==> config.mk <==
export PLATFORM = sky130hd
export DESIGN_NAME = uart_lsr_track
export DESIGN_NICKNAME = d
export VERILOG_FILES = /design/src/rtl/lsr_pkg.sv /design/src/rtl/lsr_rx_front.sv /design/src/rtl/lsr_rx_store.sv /design/src/rtl/lsr_err_count.sv /design/src/rtl/lsr_tx_flags.sv /design/src/rtl/uart_lsr_track.sv
export SDC_FILE = /design/constraint.sdc
export NUM_CORES = 1
export LEC_CHECK = 0
export ABC_AREA = 1
export BUFFER_PORTS_ARGS = -buffer_cell sky130_fd_sc_hd__buf_2
export CORE_ASPECT_RATIO = 1.1
export CORE_MARGIN = 1.5
export CORE_UTILIZATION = 25
export DETAILED_ROUTE_END_ITERATION = 6
export SLEW_MARGIN = 20
export SYNTH_ARGS = -nofsm -noshare
export SYNTH_HDL_FRONTEND = slang
export SYNTH_SLANG_ARGS = --single-unit
==> constraint.sdc <==
create_clock -name clk -period 1.9 [get_ports clk]
set_input_delay 0.19 -clock clk [delete_from_list [all_inputs] [get_ports clk]]
set_output_delay 0.19 -clock clk [all_outputs]
set_load 0.01 [all_outputs]
==> src/rtl/lsr_pkg.sv <==
package lsr_pkg;
  localparam int DATA_W = 8;

  typedef struct packed {
    logic brk;
    logic ferr;
    logic perr;
  } rx_tag_t;

  typedef struct packed {
    rx_tag_t           tag;
    logic [DATA_W-1:0] data;
  } rx_entry_t;

  function automatic logic tag_any(input rx_tag_t t);
    return t.brk | t.ferr | t.perr;
  endfunction
endpackage

==> src/rtl/lsr_rx_front.sv <==
module lsr_rx_front
  import lsr_pkg::*;
(
  input  logic              clk,
  input  logic              rst_n,
  input  logic              push,
  input  logic [DATA_W-1:0] data,
  input  rx_tag_t           tag,
  input  logic              full,
  input  logic              pop_ok,
  input  logic              stat_rd,
  output logic              wr_en,
  output rx_entry_t         wr_entry,
  output logic              overrun
);
  logic brk_act_q, brk_act_d;
  logic ovr_q, ovr_d;
  logic collapse, cand, ovr_set;

  always_comb begin
    collapse       = push & tag.brk & brk_act_q;
    cand           = push & ~collapse;
    wr_en          = cand & (~full | pop_ok);
    ovr_set        = cand & full & ~pop_ok;
    wr_entry.tag   = tag;
    wr_entry.data  = tag.brk ? '0 : data;
    brk_act_d      = push ? tag.brk : brk_act_q;
    if (ovr_set)      ovr_d = 1'b1;
    else if (stat_rd) ovr_d = 1'b0;
    else              ovr_d = ovr_q;
  end

  always_ff @(posedge clk or negedge rst_n) begin
    if (!rst_n) begin
      brk_act_q <= 1'b0;
      ovr_q     <= 1'b0;
    end else begin
      brk_act_q <= brk_act_d;
      ovr_q     <= ovr_d;
    end
  end

  assign overrun = ovr_q;

  a_r5_break_collapsed: assert property (@(posedge clk) disable iff (!rst_n)
    (push && tag.brk && brk_act_q) |-> !wr_en);
  a_r6_overrun_sets: assert property (@(posedge clk) disable iff (!rst_n)
    (push && !collapse && full && !pop_ok) |=> overrun);
  a_r6_read_clears: assert property (@(posedge clk) disable iff (!rst_n)
    (stat_rd && !(push && full && !pop_ok)) |=> !overrun);
endmodule

==> src/rtl/lsr_rx_store.sv <==
module lsr_rx_store
  import lsr_pkg::*;
#(
  parameter int DEPTH = 64,
  parameter int AW    = $clog2(DEPTH),
  parameter int CNT_W = $clog2(DEPTH + 1)
) (
  input  logic             clk,
  input  logic             rst_n,
  input  logic             wr_en,
  input  rx_entry_t        wr_entry,
  input  logic             rd_req,
  output logic             rd_ok,
  output rx_entry_t        head,
  output logic             empty,
  output logic             full,
  output logic [CNT_W-1:0] level
);
  rx_entry_t        mem [DEPTH];
  logic [AW-1:0]    wr_ptr_q, wr_ptr_d, rd_ptr_q, rd_ptr_d;
  logic [CNT_W-1:0] level_q, level_d;

  function automatic logic [AW-1:0] ptr_next(input logic [AW-1:0] p);
    return (p == AW'(DEPTH - 1)) ? '0 : p + 1'b1;
  endfunction

  always_comb begin
    empty    = (level_q == '0);
    full     = (level_q == CNT_W'(DEPTH));
    rd_ok    = rd_req & ~empty;
    wr_ptr_d = wr_en ? ptr_next(wr_ptr_q) : wr_ptr_q;
    rd_ptr_d = rd_ok ? ptr_next(rd_ptr_q) : rd_ptr_q;
    level_d  = level_q;
    if (wr_en && !rd_ok)      level_d = level_q + 1'b1;
    else if (!wr_en && rd_ok) level_d = level_q - 1'b1;
    head     = empty ? '0 : mem[rd_ptr_q];
    level    = level_q;
  end

  always_ff @(posedge clk) begin
    if (wr_en) mem[wr_ptr_q] <= wr_entry;
  end

  always_ff @(posedge clk or negedge rst_n) begin
    if (!rst_n) begin
      wr_ptr_q <= '0;
      rd_ptr_q <= '0;
      level_q  <= '0;
    end else begin
      wr_ptr_q <= wr_ptr_d;
      rd_ptr_q <= rd_ptr_d;
      level_q  <= level_d;
    end
  end

  a_r7_empty_pop_ignored: assert property (@(posedge clk) disable iff (!rst_n)
    (rd_req && empty && !wr_en) |=> ($stable(rd_ptr_q) && level_q == '0));
  a_r4_break_stored_zero: assert property (@(posedge clk) disable iff (!rst_n)
    (wr_en && wr_entry.tag.brk && empty) |=> (head.data == '0 && head.tag.brk));
  a_r2_level_bound: assert property (@(posedge clk) disable iff (!rst_n)
    level_q <= CNT_W'(DEPTH));
endmodule

==> src/rtl/lsr_err_count.sv <==
module lsr_err_count
  import lsr_pkg::*;
#(
  parameter int DEPTH = 64,
  parameter int CNT_W = $clog2(DEPTH + 1)
) (
  input  logic             clk,
  input  logic             rst_n,
  input  logic             wr_en,
  input  rx_tag_t          wr_tag,
  input  logic             rd_ok,
  input  rx_tag_t          head_tag,
  output logic [CNT_W-1:0] err_cnt,
  output logic             any_err
);
  logic [CNT_W-1:0] cnt_q, cnt_d;
  logic inc, dec;

  always_comb begin
    inc   = wr_en & tag_any(wr_tag);
    dec   = rd_ok & tag_any(head_tag);
    cnt_d = cnt_q;
    if (inc && !dec)      cnt_d = cnt_q + 1'b1;
    else if (!inc && dec) cnt_d = cnt_q - 1'b1;
  end

  always_ff @(posedge clk or negedge rst_n) begin
    if (!rst_n) cnt_q <= '0;
    else        cnt_q <= cnt_d;
  end

  assign err_cnt = cnt_q;
  assign any_err = (cnt_q != '0);

  a_r8_no_underflow: assert property (@(posedge clk) disable iff (!rst_n)
    (rd_ok && tag_any(head_tag)) |-> (cnt_q != '0));
endmodule

==> src/rtl/lsr_tx_flags.sv <==
module lsr_tx_flags #(
  parameter int LVL_W = 7
) (
  input  logic [LVL_W-1:0] tx_level,
  input  logic             tx_shift_busy,
  output logic             thr_empty,
  output logic             tx_idle
);
  always_comb begin
    thr_empty = (tx_level == '0);
    tx_idle   = thr_empty & ~tx_shift_busy;
  end
endmodule

==> src/rtl/uart_lsr_track.sv <==
module uart_lsr_track
  import lsr_pkg::*;
#(
  parameter int RX_DEPTH = 64,
  parameter int TX_DEPTH = 64,
  parameter int TX_LVL_W = $clog2(TX_DEPTH + 1)
) (
  input  logic                clk,
  input  logic                rst_n,
  input  logic                rx_push,
  input  logic [DATA_W-1:0]   rx_byte,
  input  logic                rx_par_err,
  input  logic                rx_frm_err,
  input  logic                rx_brk,
  input  logic                rx_pop,
  input  logic                stat_rd,
  input  logic [TX_LVL_W-1:0] tx_level,
  input  logic                tx_shift_busy,
  output logic [DATA_W-1:0]   rx_head_byte,
  output logic [7:0]          line_status
);
  localparam int CNT_W = $clog2(RX_DEPTH + 1);

  logic [1:0]       rst_pipe;
  logic             rst_n_int;
  rx_tag_t          in_tag;
  logic             wr_en, rd_ok, empty, full, overrun, any_err;
  logic             thr_empty, tx_idle;
  rx_entry_t        wr_entry, head;
  logic [CNT_W-1:0] level, err_cnt;

  always_ff @(posedge clk or negedge rst_n) begin
    if (!rst_n) rst_pipe <= '0;
    else        rst_pipe <= {rst_pipe[0], 1'b1};
  end
  assign rst_n_int = rst_pipe[1];

  always_comb begin
    in_tag.brk  = rx_brk;
    in_tag.ferr = rx_frm_err;
    in_tag.perr = rx_par_err;
  end

  lsr_rx_front u_front (
    .clk(clk), .rst_n(rst_n_int), .push(rx_push), .data(rx_byte), .tag(in_tag),
    .full(full), .pop_ok(rd_ok), .stat_rd(stat_rd),
    .wr_en(wr_en), .wr_entry(wr_entry), .overrun(overrun)
  );

  lsr_rx_store #(.DEPTH(RX_DEPTH)) u_store (
    .clk(clk), .rst_n(rst_n_int), .wr_en(wr_en), .wr_entry(wr_entry),
    .rd_req(rx_pop), .rd_ok(rd_ok), .head(head), .empty(empty), .full(full),
    .level(level)
  );

  lsr_err_count #(.DEPTH(RX_DEPTH)) u_errs (
    .clk(clk), .rst_n(rst_n_int), .wr_en(wr_en), .wr_tag(wr_entry.tag),
    .rd_ok(rd_ok), .head_tag(head.tag), .err_cnt(err_cnt), .any_err(any_err)
  );

  lsr_tx_flags #(.LVL_W(TX_LVL_W)) u_tx (
    .tx_level(tx_level), .tx_shift_busy(tx_shift_busy),
    .thr_empty(thr_empty), .tx_idle(tx_idle)
  );

  always_comb begin
    rx_head_byte = head.data;
    line_status  = {any_err, tx_idle, thr_empty, head.tag.brk, head.tag.ferr,
                    head.tag.perr, overrun, ~empty};
  end

  a_r8_count_within_level: assert property (@(posedge clk) disable iff (!rst_n_int)
    err_cnt <= level);
  a_r11_idle_needs_empty: assert property (@(posedge clk) disable iff (!rst_n_int)
    line_status[6] |-> line_status[5]);
  a_r3_empty_no_tags: assert property (@(posedge clk) disable iff (!rst_n_int)
    !line_status[0] |-> (line_status[4:2] == 3'b000 && !line_status[7]));
endmodule

==> results.txt, run 1 <==
Switching Fraction -> 0.361
Slew HR -> 0.307
Final setup viols -> 695
H-tree Lvls -> 3
Clock buffer depth -> 3
Final Hold Vio Count -> 0
Hold crit path type -> input pin to register
Unrepaired setup endpoints after global routing -> true
Comb power frac -> 0.419
Final setup TNS -> -118.78 ns
# diodes -> 0
Routed Antenna Nets -> 0
Fin. max-slew vios -> 0
CTS root buffer -> clkbuf_16
Synth top area cells -> edfxtp_1 (69%), nor2_1 (6.0%), nand2_1 (5.6%), o21ai_0 (4.3%), nand3_1 (2.9%)
Top-area cell type share of the netlist area -> 0.692
All-Layer GR Usage -> 0.134
Complex-gate fraction of the synthesized area -> 0.0773
CP endpoint kind -> register
Met1 WL -> 36,300 um
Drt total wl -> 85,700 um
Mux cell area share after synthesis -> 0.000328
Synthesized flop and latch total -> 734
Crit path max fanout -> 8
Largest net degree at the start of global routing -> 74
Wire per inst -> 18.5 um
Syn Area/Cell -> 11.7 um2
Via count -> 20,900
Post-synthesis simple-gate area fraction -> 0.150
Met3 WL -> 5240 um
Synth Area in XOR/XNOR -> 0.00344
Initial core utilization -> 0.252
Main combinational cell family by area after synthesis -> simple AND/OR/NAND/NOR gates
IO Count -> 40
Worst slew pin tran -> 1.04 ns
Buffers on Ports -> 39
Synth Area in Adders -> 0.00705
Die H -> 370 um
Failing checks -> negative setup slack
Power Total -> 58.8 mW
Crit path launch type -> register
Rows -> 134
Register area share after synthesis -> 0.717
Placed Cells incl. Taps -> 4,440
Top routing layer in use -> met4
DR iter-0 viols -> 2,069
Min cycle time layout -> 3.35 ns
Clock skew -> 0.0271 ns
Layout cells sized above 1 -> 0.260
Core ar. -> 0.121 mm2
Area taken by multi-input logic gates -> 0.00865 mm2
P&R area growth vs syn -> 32.3%
Yosys Warn Count -> 0
CTS Buf Count -> 72
Outcome -> finished, violations left
CP Class -> register to register
Maximum VDD drop -> 0.00110 V
Initial antenna violation count -> 0
Nets -> 2,985
Final instance area -> 0.0404 mm2
Ys flop type -> edfxtp_1
Die area -> 0.124 mm2
Clock slew at reported path FFs -> 0.06 ns
Clock network fraction of design power -> 0.260
TritonCTS clock tree -> done
Period utilization -> 1.76
Finished Layout Cells -> 4,633
Yosys cell types -> 37
Fillers -> 11,800
Worst path required time -> 2.40 ns
Pwr dens -> 1450 mW/mm2
R2r worst-path depth -> 23
Wire length on met2 -> 41,800 um
Int Pwr -> 37.5 mW
Gp weighted congestion -> 0.824
Syn nets -> 2,656
Final core utilization -> 0.333
Vias in the first global route -> 20,300
Yosys top cell by area -> edfxtp_1
Half-perimeter wire length after placement -> 52,500 um
Area after DPL -> 0.0357 mm2
# DRC -> 0
Post-Syn Instances -> 2,616
PnR worst setup slack -> -1.45 ns
Leak -> 14.4 nW
Total congestion overflow -> 0
1st-pass router iterations -> 5
Post-synth EDFFs -> 704
Fmax -> 0.299 GHz
Hold Path Depth -> 4
Sequential Power Share -> 0.320
Number of vias per cell -> 4.52
First-pass GRT wire length -> 127,000 um
FF+latch area -> 0.0219 mm2
Async SR Flop Fraction -> 0.0409
P_sw -> 21.2 mW
Worst-Skew Late Latency -> 0.63 ns
Maximum Capacitance Violations -> 0
Post-Synthesis Cell Area -> 0.0305 mm2
Worst EP arrival -> 3.85 ns
# clock sinks -> 734
Die width -> 336 um
==> flip-flops by register name (all words and copies together), names as in the netlist <==
| signal | cells |
|---|---|
| u_errs.err_cnt | 7 |
| u_front.brk_act_q | 1 |
| u_front.overrun | 1 |
| u_store.rd_ptr_q | 6 |
| u_store.mem | 704 |
| rst_pipe | 2 |
| u_store.wr_ptr_q | 6 |
| u_store.level | 7 |
==> cells in the mapped netlist (3+ instances only) <==
cell      number
nand2_1      458
xor2_1        10
ha_1          14
buf_1          5
clkinv_1       3
a21oi_1       33
o211ai_1      54
o21ai_1       35
buf_4         30
edfxtp_1     704
clkbuf_1      33
buf_2         63
o22ai_1       45
nand4_1        7
buf_6         20
nor2_1       489
nor3_1         8
nand3_1      179
dfrtp_1       30
inv_1        112
o21ai_0      261
==> through the flow <==
stage                     setup WS, ns  hold WS (ns)
after floorplan                 -0.852        -0.106
after global placement           -1.51       -0.0230
after detailed placement         -1.57       -0.0202
after CTS                        -1.43         0.140
after global routing             -1.57         0.162
final                            -1.45         0.164
==> placed cells by master, fill, tap and decap left out, drive strengths merged <==
master       Yosys  layout
nor4             1       1
a31oi            2       2
xor2            10      10
dfrtp           30      30
ha              14      14
bufinv           0      14
edfxtp         704     704
inv            114     116
nor3             8       8
o21ai          296     296
fa               2       2
or3              1       1
nand3          179     179
nand4            7       7
conb             1       1
and3             2       2
a21oi           33      33
or2              2       2
buf            118     392
clkinv           3      29
or4              1       1
xnor2            2       2
bufbuf           0       3
mux2i            1       1
o211ai          54      54
dlygate4sd3      0       5
o22ai           45      45
clkinvlp         0       4
nor2           491     491
o21a             1       1
o31ai            1       1
clkbuf          35      92
nand2          458     458
==> worst paths after layout <==
path                                startpoint            endpoint  slack [ns]
setup / recovery           u_store.rd_ptr_q[0]   u_errs.err_cnt[5]       -1.45
hold / removal                      rx_byte[5]  u_store.mem[44][5]        0.16
setup reg to reg           u_store.rd_ptr_q[0]   u_errs.err_cnt[5]       -1.45
hold reg to reg                    rst_pipe[1]   u_errs.err_cnt[3]        0.33
max in group asynchronous          rst_pipe[1]    u_store.level[1]        0.93
min in group asynchronous          rst_pipe[1]   u_errs.err_cnt[3]        0.33
==> power by group through the flow <==
stage	clock (mW)	combinational (mW)	sequential (mW)
floorplan	0	11.3	19.1
global placement	0	19.9	19.1
detailed placement	0	20.1	19.1
CTS	15.5	23.3	18.8
global route	16.1	26.6	18.9
finish	15.3	24.6	18.8
==> critical path, cell delays in order, from the launching register on <==
cell     delay [ns]
dfrtp_4        0.49
buf_12         0.16
buf_12         0.15
buf_12         0.14
buf_8          0.13
o21ai_2        0.10
o21ai_1        0.08
nand2_1        0.09
nand3_2        0.10
nor2_4         0.18
nor2_4         0.07
nor2_4         0.12
nand3_2        0.10
nand2_2        0.09
ha_4           0.15
inv_6          0.05
ha_4           0.24
a21oi_2        0.14
nand2_1        0.10
nand2_1        0.09
nand2_1        0.07
a21oi_2        0.15
xor2_1         0.15
o21ai_1        0.07
==> per-layer routing <==
layer / GRT usage / up-vias
met5: 0 / -
met4: 0.0449 / 0
met3: 0.0227 / 132
met2: 0.225 / 693
met1: 0.176 / 10300
li1: - / 9824
==> timing repair <==
item	in CTS	in global routing
endpoints found under the setup margin	719	713
hold buffers	5	0
setup buffers	36	19
cloned	10	7
hold endpoints to repair	4	0
pin swaps	132	113
resized for setup	257	137
==> layout make-up <==
cell class	instances	share of cell area
Tap cell	1632	0.0506
Inverter	117	0.0116
Sequential cell	734	0.542
Clock buffer	86	0.0475
Timing Repair Buffer	406	0.119
Timing Repair inverter	2	0.000620
Clock inverter	44	0.0147
Multi-Input combinational cell	1612	0.214
==> logic make-up (layout without fill, tap and decap cells) <==
kind of cell,count (synthesis),count (layout)
AO/OA/AOI/OAI,432,432
XOR/XNOR,12,12
adder cells (fa/ha/maj),16,16
buffers and inverters,270,655
flip-flops,734,734
multiplexers,1,1
other,1,1
AND/OR/NAND/NOR,1150,1150
Power figures use the tool's default switching activity.
==> inputs of run 2 (changes only) <==
--- a/config.mk
+++ b/config.mk
@@ -10,6 +10,7 @@
 export CORE_ASPECT_RATIO = 1.1
 export CORE_MARGIN = 1.5
 export CORE_UTILIZATION = 25
+export CTS_BUF_LIST = sky130_fd_sc_hd__clkbuf_4 sky130_fd_sc_hd__clkbuf_8
 export DETAILED_ROUTE_END_ITERATION = 6
 export SLEW_MARGIN = 20
 export SYNTH_ARGS = -nofsm -noshare
==> results.txt, run 2 (synthesized netlist as in run 1, its figures left out) <==
Outcome -> finished, violations left
Failing checks -> negative setup slack
Nets -> 3,044
Leak -> 14.5 nW
IO Count -> 40
Final Hold Vio Count -> 0
Unrepaired setup endpoints after global routing -> true
CP endpoint kind -> output pin
Finished Layout Cells -> 4,727
Hold crit path type -> input pin to register
Die width -> 336 um
P_sw -> 21.4 mW
Core ar. -> 0.121 mm2
Worst EP arrival -> 3.13 ns
Comb power frac -> 0.447
Final core utilization -> 0.335
Reg-to-reg slack, setup -> -1.36 ns
Half-perimeter wire length after placement -> 52,500 um
Slew HR -> 0.326
Initial antenna violation count -> 0
P&R area growth vs syn -> 32.8%
# diodes -> 0
Maximum Capacitance Violations -> 0
Clock skew -> 0.0346 ns
Clock slew at reported path FFs -> 0.07 ns
Wire per inst -> 18.4 um
CP Class -> register to output pin
Pwr dens -> 1410 mW/mm2
Final setup viols -> 719
Fmax -> 0.301 GHz
Largest net degree at the start of global routing -> 74
Worst slew pin tran -> 1.01 ns
Power Total -> 57.0 mW
Sequential Power Share -> 0.331
Switching Fraction -> 0.375
H-tree Lvls -> 3
RR Endpoint -> u_errs.err_cnt[6]
CTS Buf Count -> 110
Crit path max fanout -> 7
Clock network fraction of design power -> 0.223
Place WS -> -1.57 ns
Period utilization -> 1.75
Worst-Skew Late Latency -> 0.74 ns
# DRC -> 0
Die H -> 370 um
Routed Antenna Nets -> 0
Buffers on Ports -> 39
Drt total wl -> 87,000 um
Number of vias per cell -> 4.51
Maximum VDD drop -> 0.00110 V
# clock sinks -> 734
1st-pass router iterations -> 5
All-Layer GR Usage -> 0.136
Total congestion overflow -> 0
Initial core utilization -> 0.252
Hold EP -> u_store.mem[28][1]
Reg-to-reg startpoint -> u_store.rd_ptr_q[0]
Commonest non-fill, non-tap cells in the layout -> edfxtp_1 (704), nand2_1 (395), nor2_1 (377)
Int Pwr -> 35.6 mW
Worst Hold Launch -> rx_byte[1]
Die area -> 0.124 mm2
Min cycle time layout -> 3.32 ns
Rows -> 134
Vias in the first global route -> 20,800
Placed Cells incl. Taps -> 4,440
CTS root buffer -> clkbuf_8
Commonest non-fill, non-tap cell in the layout -> edfxtp_1
Hold Path Depth -> 4
DR iter-0 viols -> 1,911
Worst hold margin -> 0.0473 ns
R2r worst-path depth -> 24
Clock buffer depth -> 3
Crit path launch type -> register
PnR worst setup slack -> -1.42 ns
First-pass GRT wire length -> 129,000 um
Fillers -> 11,800
Via count -> 21,300
Layout cells sized above 1 -> 0.285
TritonCTS clock tree -> done
Fin. max-slew vios -> 0
Most flops, register -> u_store.mem
Gp weighted congestion -> 0.824
Number of flip-flops in the largest register -> 704
Worst path required time -> 1.71 ns
[run 2: timing repair]
action                                 CTS  global route
setup endpoints to repair              731           739
endpoints found under the hold margin   18             0
resized for setup                      235           231
hold buffers                             7             0
setup buffers                           41            18
cloned                                  15            11
pin swaps                              107           131
[run 2: worst max path at each step]
| stage | startpoint | to | slack (ns) |
|---|---|---|---|
| 3_5_place_dp | u_store.rd_ptr_q[0] | u_errs.err_cnt[5] | -1.57 |
| 6_report | u_store.rd_ptr_q[0] | rx_head_byte[3] | -1.42 |
| 5_1_grt | u_store.rd_ptr_q[0] | u_errs.err_cnt[6] | -1.54 |
| 3_3_place_gp | u_store.rd_ptr_q[0] | u_errs.err_cnt[5] | -1.51 |
| 2_1_floorplan | u_store.rd_ptr_q[0] | u_errs.err_cnt[6] | -0.85 |
| 4_1_cts | u_store.rd_ptr_q[0] | rx_head_byte[3] | -1.43 |
[run 2: cell type report]
type,instances,area [um2],area share
clock buffer,142,1780,0.0439
clock inverter,61,377,0.00928
inverter,117,479,0.0118
multi-input combinational,1612,8720,0.215
sequential,734,21900,0.540
tap,1632,2040,0.0503
timing repair buffer,426,5230,0.129
timing repair inverter,3,48.8,0.00120
[run 2: worst max-delay path, stage by stage, from the launching register on]
cell	delay (ns)
dfrtp_4	0.55
buf_12	0.18
clkinv_16	0.09
buf_16	0.14
buf_12	0.12
nor2_1	0.04
o211ai_1	0.30
nand3_1	0.21
nand3_2	0.16
nand3_4	0.11
a21oi_4	0.21
buf_6	0.15
buf_6	0.10
[run 2: metrics by stage]
stage | cell area [um2] | TNS, ns
6_report | 40600 | -152.55
5_1_grt | 40600 | -199.12
4_1_cts | 39500 | -232.71
3_5_place_dp | 35700 | -209.27
3_3_place_gp | 35700 | -206.46
2_1_floorplan | 31000 | -251.76
[run 2: power by group through the flow]
stage                     sequential, mW  clock (mW)  combinational (mW)
after floorplan                     19.1           0                11.3
after global routing                18.9        13.6                27.3
after CTS                           18.8        12.9                23.4
after detailed placement            19.1           0                20.1
after global placement              19.1           0                19.9
final                               18.9        12.7                25.5
[run 2: metal layers]
layer  wire length (um)  vias up  global-route usage
li1                   -     9976                   -
met1              36800    10500               0.178
met2              42700      737               0.229
met3               5270      123              0.0210
met4               2190        0              0.0459
met5                  0        -                   0
==> inputs of run 3 (changes only) <==
--- a/config.mk
+++ b/config.mk
@@ -11,8 +11,10 @@
 export CORE_MARGIN = 1.5
 export CORE_UTILIZATION = 25
 export CTS_BUF_LIST = sky130_fd_sc_hd__clkbuf_4 sky130_fd_sc_hd__clkbuf_8
+export CTS_CLUSTER_DIAMETER = 80
 export DETAILED_ROUTE_END_ITERATION = 6
 export SLEW_MARGIN = 20
 export SYNTH_ARGS = -nofsm -noshare
 export SYNTH_HDL_FRONTEND = slang
+export SYNTH_HIERARCHICAL = 1
 export SYNTH_SLANG_ARGS = --single-unit
==> results.txt, run 3 <==
Leak -> 17.0 nW
Yosys cell types -> 38
Min cycle time layout -> 3.41 ns
CP endpoint kind -> register
Yosys top cell by area -> edfxtp_1
Worst Hold Launch -> rx_pop
CP cell instances -> buf_12, clkinv_16, buf_12, buf_4, nand2_1, nand3_1, nand3_1, nand3_1, nor2_2, nor2_4, nor2_2, nor2_2, o31ai_4, ha_4, inv_8, fa_2, nand2_2, nand2_4, nand3_2, nand3_1, nand3_1, nand2_1
CP startpoint -> u_store/rd_ptr_q[0]
Nets -> 3,574
P&R area growth vs syn -> 31.0%
Slew HR -> 0.412
Initial antenna violation count -> 3
Worst EP arrival -> 4.02 ns
Async SR Flop Fraction -> 0.0409
Final instance area -> 0.0421 mm2
Final Hold Vio Count -> 3
Number of vias per cell -> 4.37
Most frequent cell on the critical path -> nand3_1
Synthesized flop and latch total -> 734
Buffers on Ports -> 39
CTS root buffer -> clkbuf_8
Commonest non-fill, non-tap cell in the layout -> nand2_1
Hold Path Depth -> 6
Clock buffer depth -> 3
DR iter-0 viols -> 2,182
Vias in the first global route -> 22,700
CP max stage delay -> 0.44 ns
Die width -> 345 um
Wire per inst -> 17.4 um
Die area -> 0.131 mm2
Worst slew pin tran -> 0.881 ns
CTS Buf Count -> 115
IO Count -> 40
Register area share after synthesis -> 0.681
Reg-to-reg startpoint -> u_store/rd_ptr_q[0]
Fmax -> 0.294 GHz
Unrepaired setup endpoints after global routing -> true
All-Layer GR Usage -> 0.138
Synth top area cells -> edfxtp_1 (66%), nand2_1 (13%), nand3_1 (5.3%), inv_1 (4.2%), nor2_1 (3.3%)
Post-synth top cells -> nand2_1 (1,102), edfxtp_1 (704), inv_1 (360)
Commonest non-fill, non-tap cells in the layout -> nand2_1 (1,052), edfxtp_1 (704), inv_1 (336)
Gp weighted congestion -> 0.844
Power Total -> 57.4 mW
PnR worst setup slack -> -1.51 ns
Hold crit path type -> input pin to register
Post-synth EDFFs -> 704
Number of flip-flops in the largest register -> 704
Post-Syn Instances -> 3,149
Total congestion overflow -> 0
Worst-Skew Late Latency -> 0.76 ns
Most flops, register -> u_store/mem
Fin. max-slew vios -> 0
Crit path max fanout -> 17
Area after DPL -> 0.0372 mm2
Period utilization -> 1.79
Final setup viols -> 739
Syn Area/Cell -> 10.2 um2
Final core utilization -> 0.331
Via count -> 23,100
Core ar. -> 0.127 mm2
Maximum Capacitance Violations -> 0
Crit path launch type -> register
Routed Antenna Nets -> 0
Worst path required time -> 2.52 ns
# clock sinks -> 734
CTS Hold Bufs -> 5
Die H -> 379 um
1st-pass router iterations -> 6
H-tree Lvls -> 3
Layout cells sized above 1 -> 0.232
Rows -> 137
Yosys Warn Count -> 6
Top-area cell type share of the netlist area -> 0.658
Largest net degree at the start of global routing -> 65
Outcome -> finished, violations left
Half-perimeter wire length after placement -> 54,200 um
Clock slew at reported path FFs -> 0.06 ns
Failing checks -> negative hold slack, negative setup slack
Maximum VDD drop -> 0.000836 V
Post-Synthesis Cell Area -> 0.0321 mm2
# DRC -> 0
Clock skew -> 0.0491 ns
Slowest CP cell -> dfrtp_4
CP Class -> register to register
Ys flop type -> edfxtp_1
Worst hold margin -> -0.0859 ns
Count leader, synth -> nand2_1
Pwr dens -> 1360 mW/mm2
Drt total wl -> 92,100 um
TritonCTS clock tree -> done
Syn nets -> 3,191
First-pass GRT wire length -> 136,000 um
Initial core utilization -> 0.253
R2r worst-path depth -> 22
run 3: path summary, 6_finish.rpt:
check                                 endpoint  slack (ns)
setup / recovery             u_errs/err_cnt[6]       -1.51
hold / removal                 u_front/overrun       -0.09
setup reg to reg             u_errs/err_cnt[6]       -1.51
hold reg to reg               u_store/level[2]        0.09
max in group asynchronous  u_store/rd_ptr_q[0]        1.14
min in group asynchronous     u_store/level[2]        0.09
run 3: logic make-up (layout without fill, tap and decap cells):
kind of cell             count (synthesis)  in the layout  share of synthesized area
adder cells (fa/ha/maj)                 18             18                    0.00748
other                                    1              4                   0.000117
AO/OA/AOI/OAI                          119            119                     0.0193
AND/OR/NAND/NOR                       1746           1746                      0.220
flip-flops                             734            734                      0.681
buffers and inverters                  523            992                     0.0699
XOR/XNOR                                 8              8                    0.00218
run 3: per-stage QoR:
stage	std cells	TNS (ns)	worst slack (ns)	hold WS, ns
3_5_place_dp	4978	-484.43	-1.78	-0.0169
3_3_place_gp	4978	-446.00	-1.82	-0.0223
6_report	5289	-498.59	-1.51	-0.0859
5_1_grt	5287	-604.55	-1.66	-0.118
4_1_cts	5253	-456.10	-1.43	-0.130
2_1_floorplan	3149	-230.98	-0.947	-0.106
run 3: report_power, final:
group / internal (mW) / switching (mW) / total [mW]
Sequential: 18.4 / 0.387 / 18.8
Combinational: 10.2 / 15.4 / 25.6
Clock: 6.70 / 6.28 / 13.0
Total: 35.4 / 22.1 / 57.4
run 3: timing repair:
| item | CTS | global route |
|---|---|---|
| buffers inserted | 47 | 30 |
| gates resized for setup | 206 | 118 |
| gates cloned | 20 | 10 |
| endpoints found under the hold margin | 6 | 3 |
| pin swaps | 38 | 49 |
| endpoints found under the setup margin | 736 | 740 |
run 3: cell type report:
| class | count | area, um2 |
|---|---|---|
| repair inverters | 3 | 33.8 |
| clock buffers | 148 | 1830 |
| repair buffers | 419 | 5160 |
| inverters | 367 | 1460 |
| multi-input cells | 1892 | 9250 |
| flip-flops and latches | 734 | 21900 |
| fillers | 12600 | 85100 |
| well taps | 1668 | 2090 |
| diodes | 3 | 7.51 |
| clock inverters | 55 | 355 |
run 3: worst max-delay path: cells and delay by family (launching register included):
kind | cells | cell delay [ns]
DFF | 1 | 0.44
adders and majority gates | 2 | 0.59
and+or+nand+nor | 14 | 1.10
buffers and inverters | 5 | 0.65
AOI/OAI and AO/OA | 1 | 0.43
run 3: metal layers:
layer	track usage	vias to the layer above	routed length, um
li1	-	11100	-
met4	0.0442	0	2300
met2	0.228	760	44600
met1	0.182	11200	38900
met3	0.0248	142	6330
met5	0	-	0
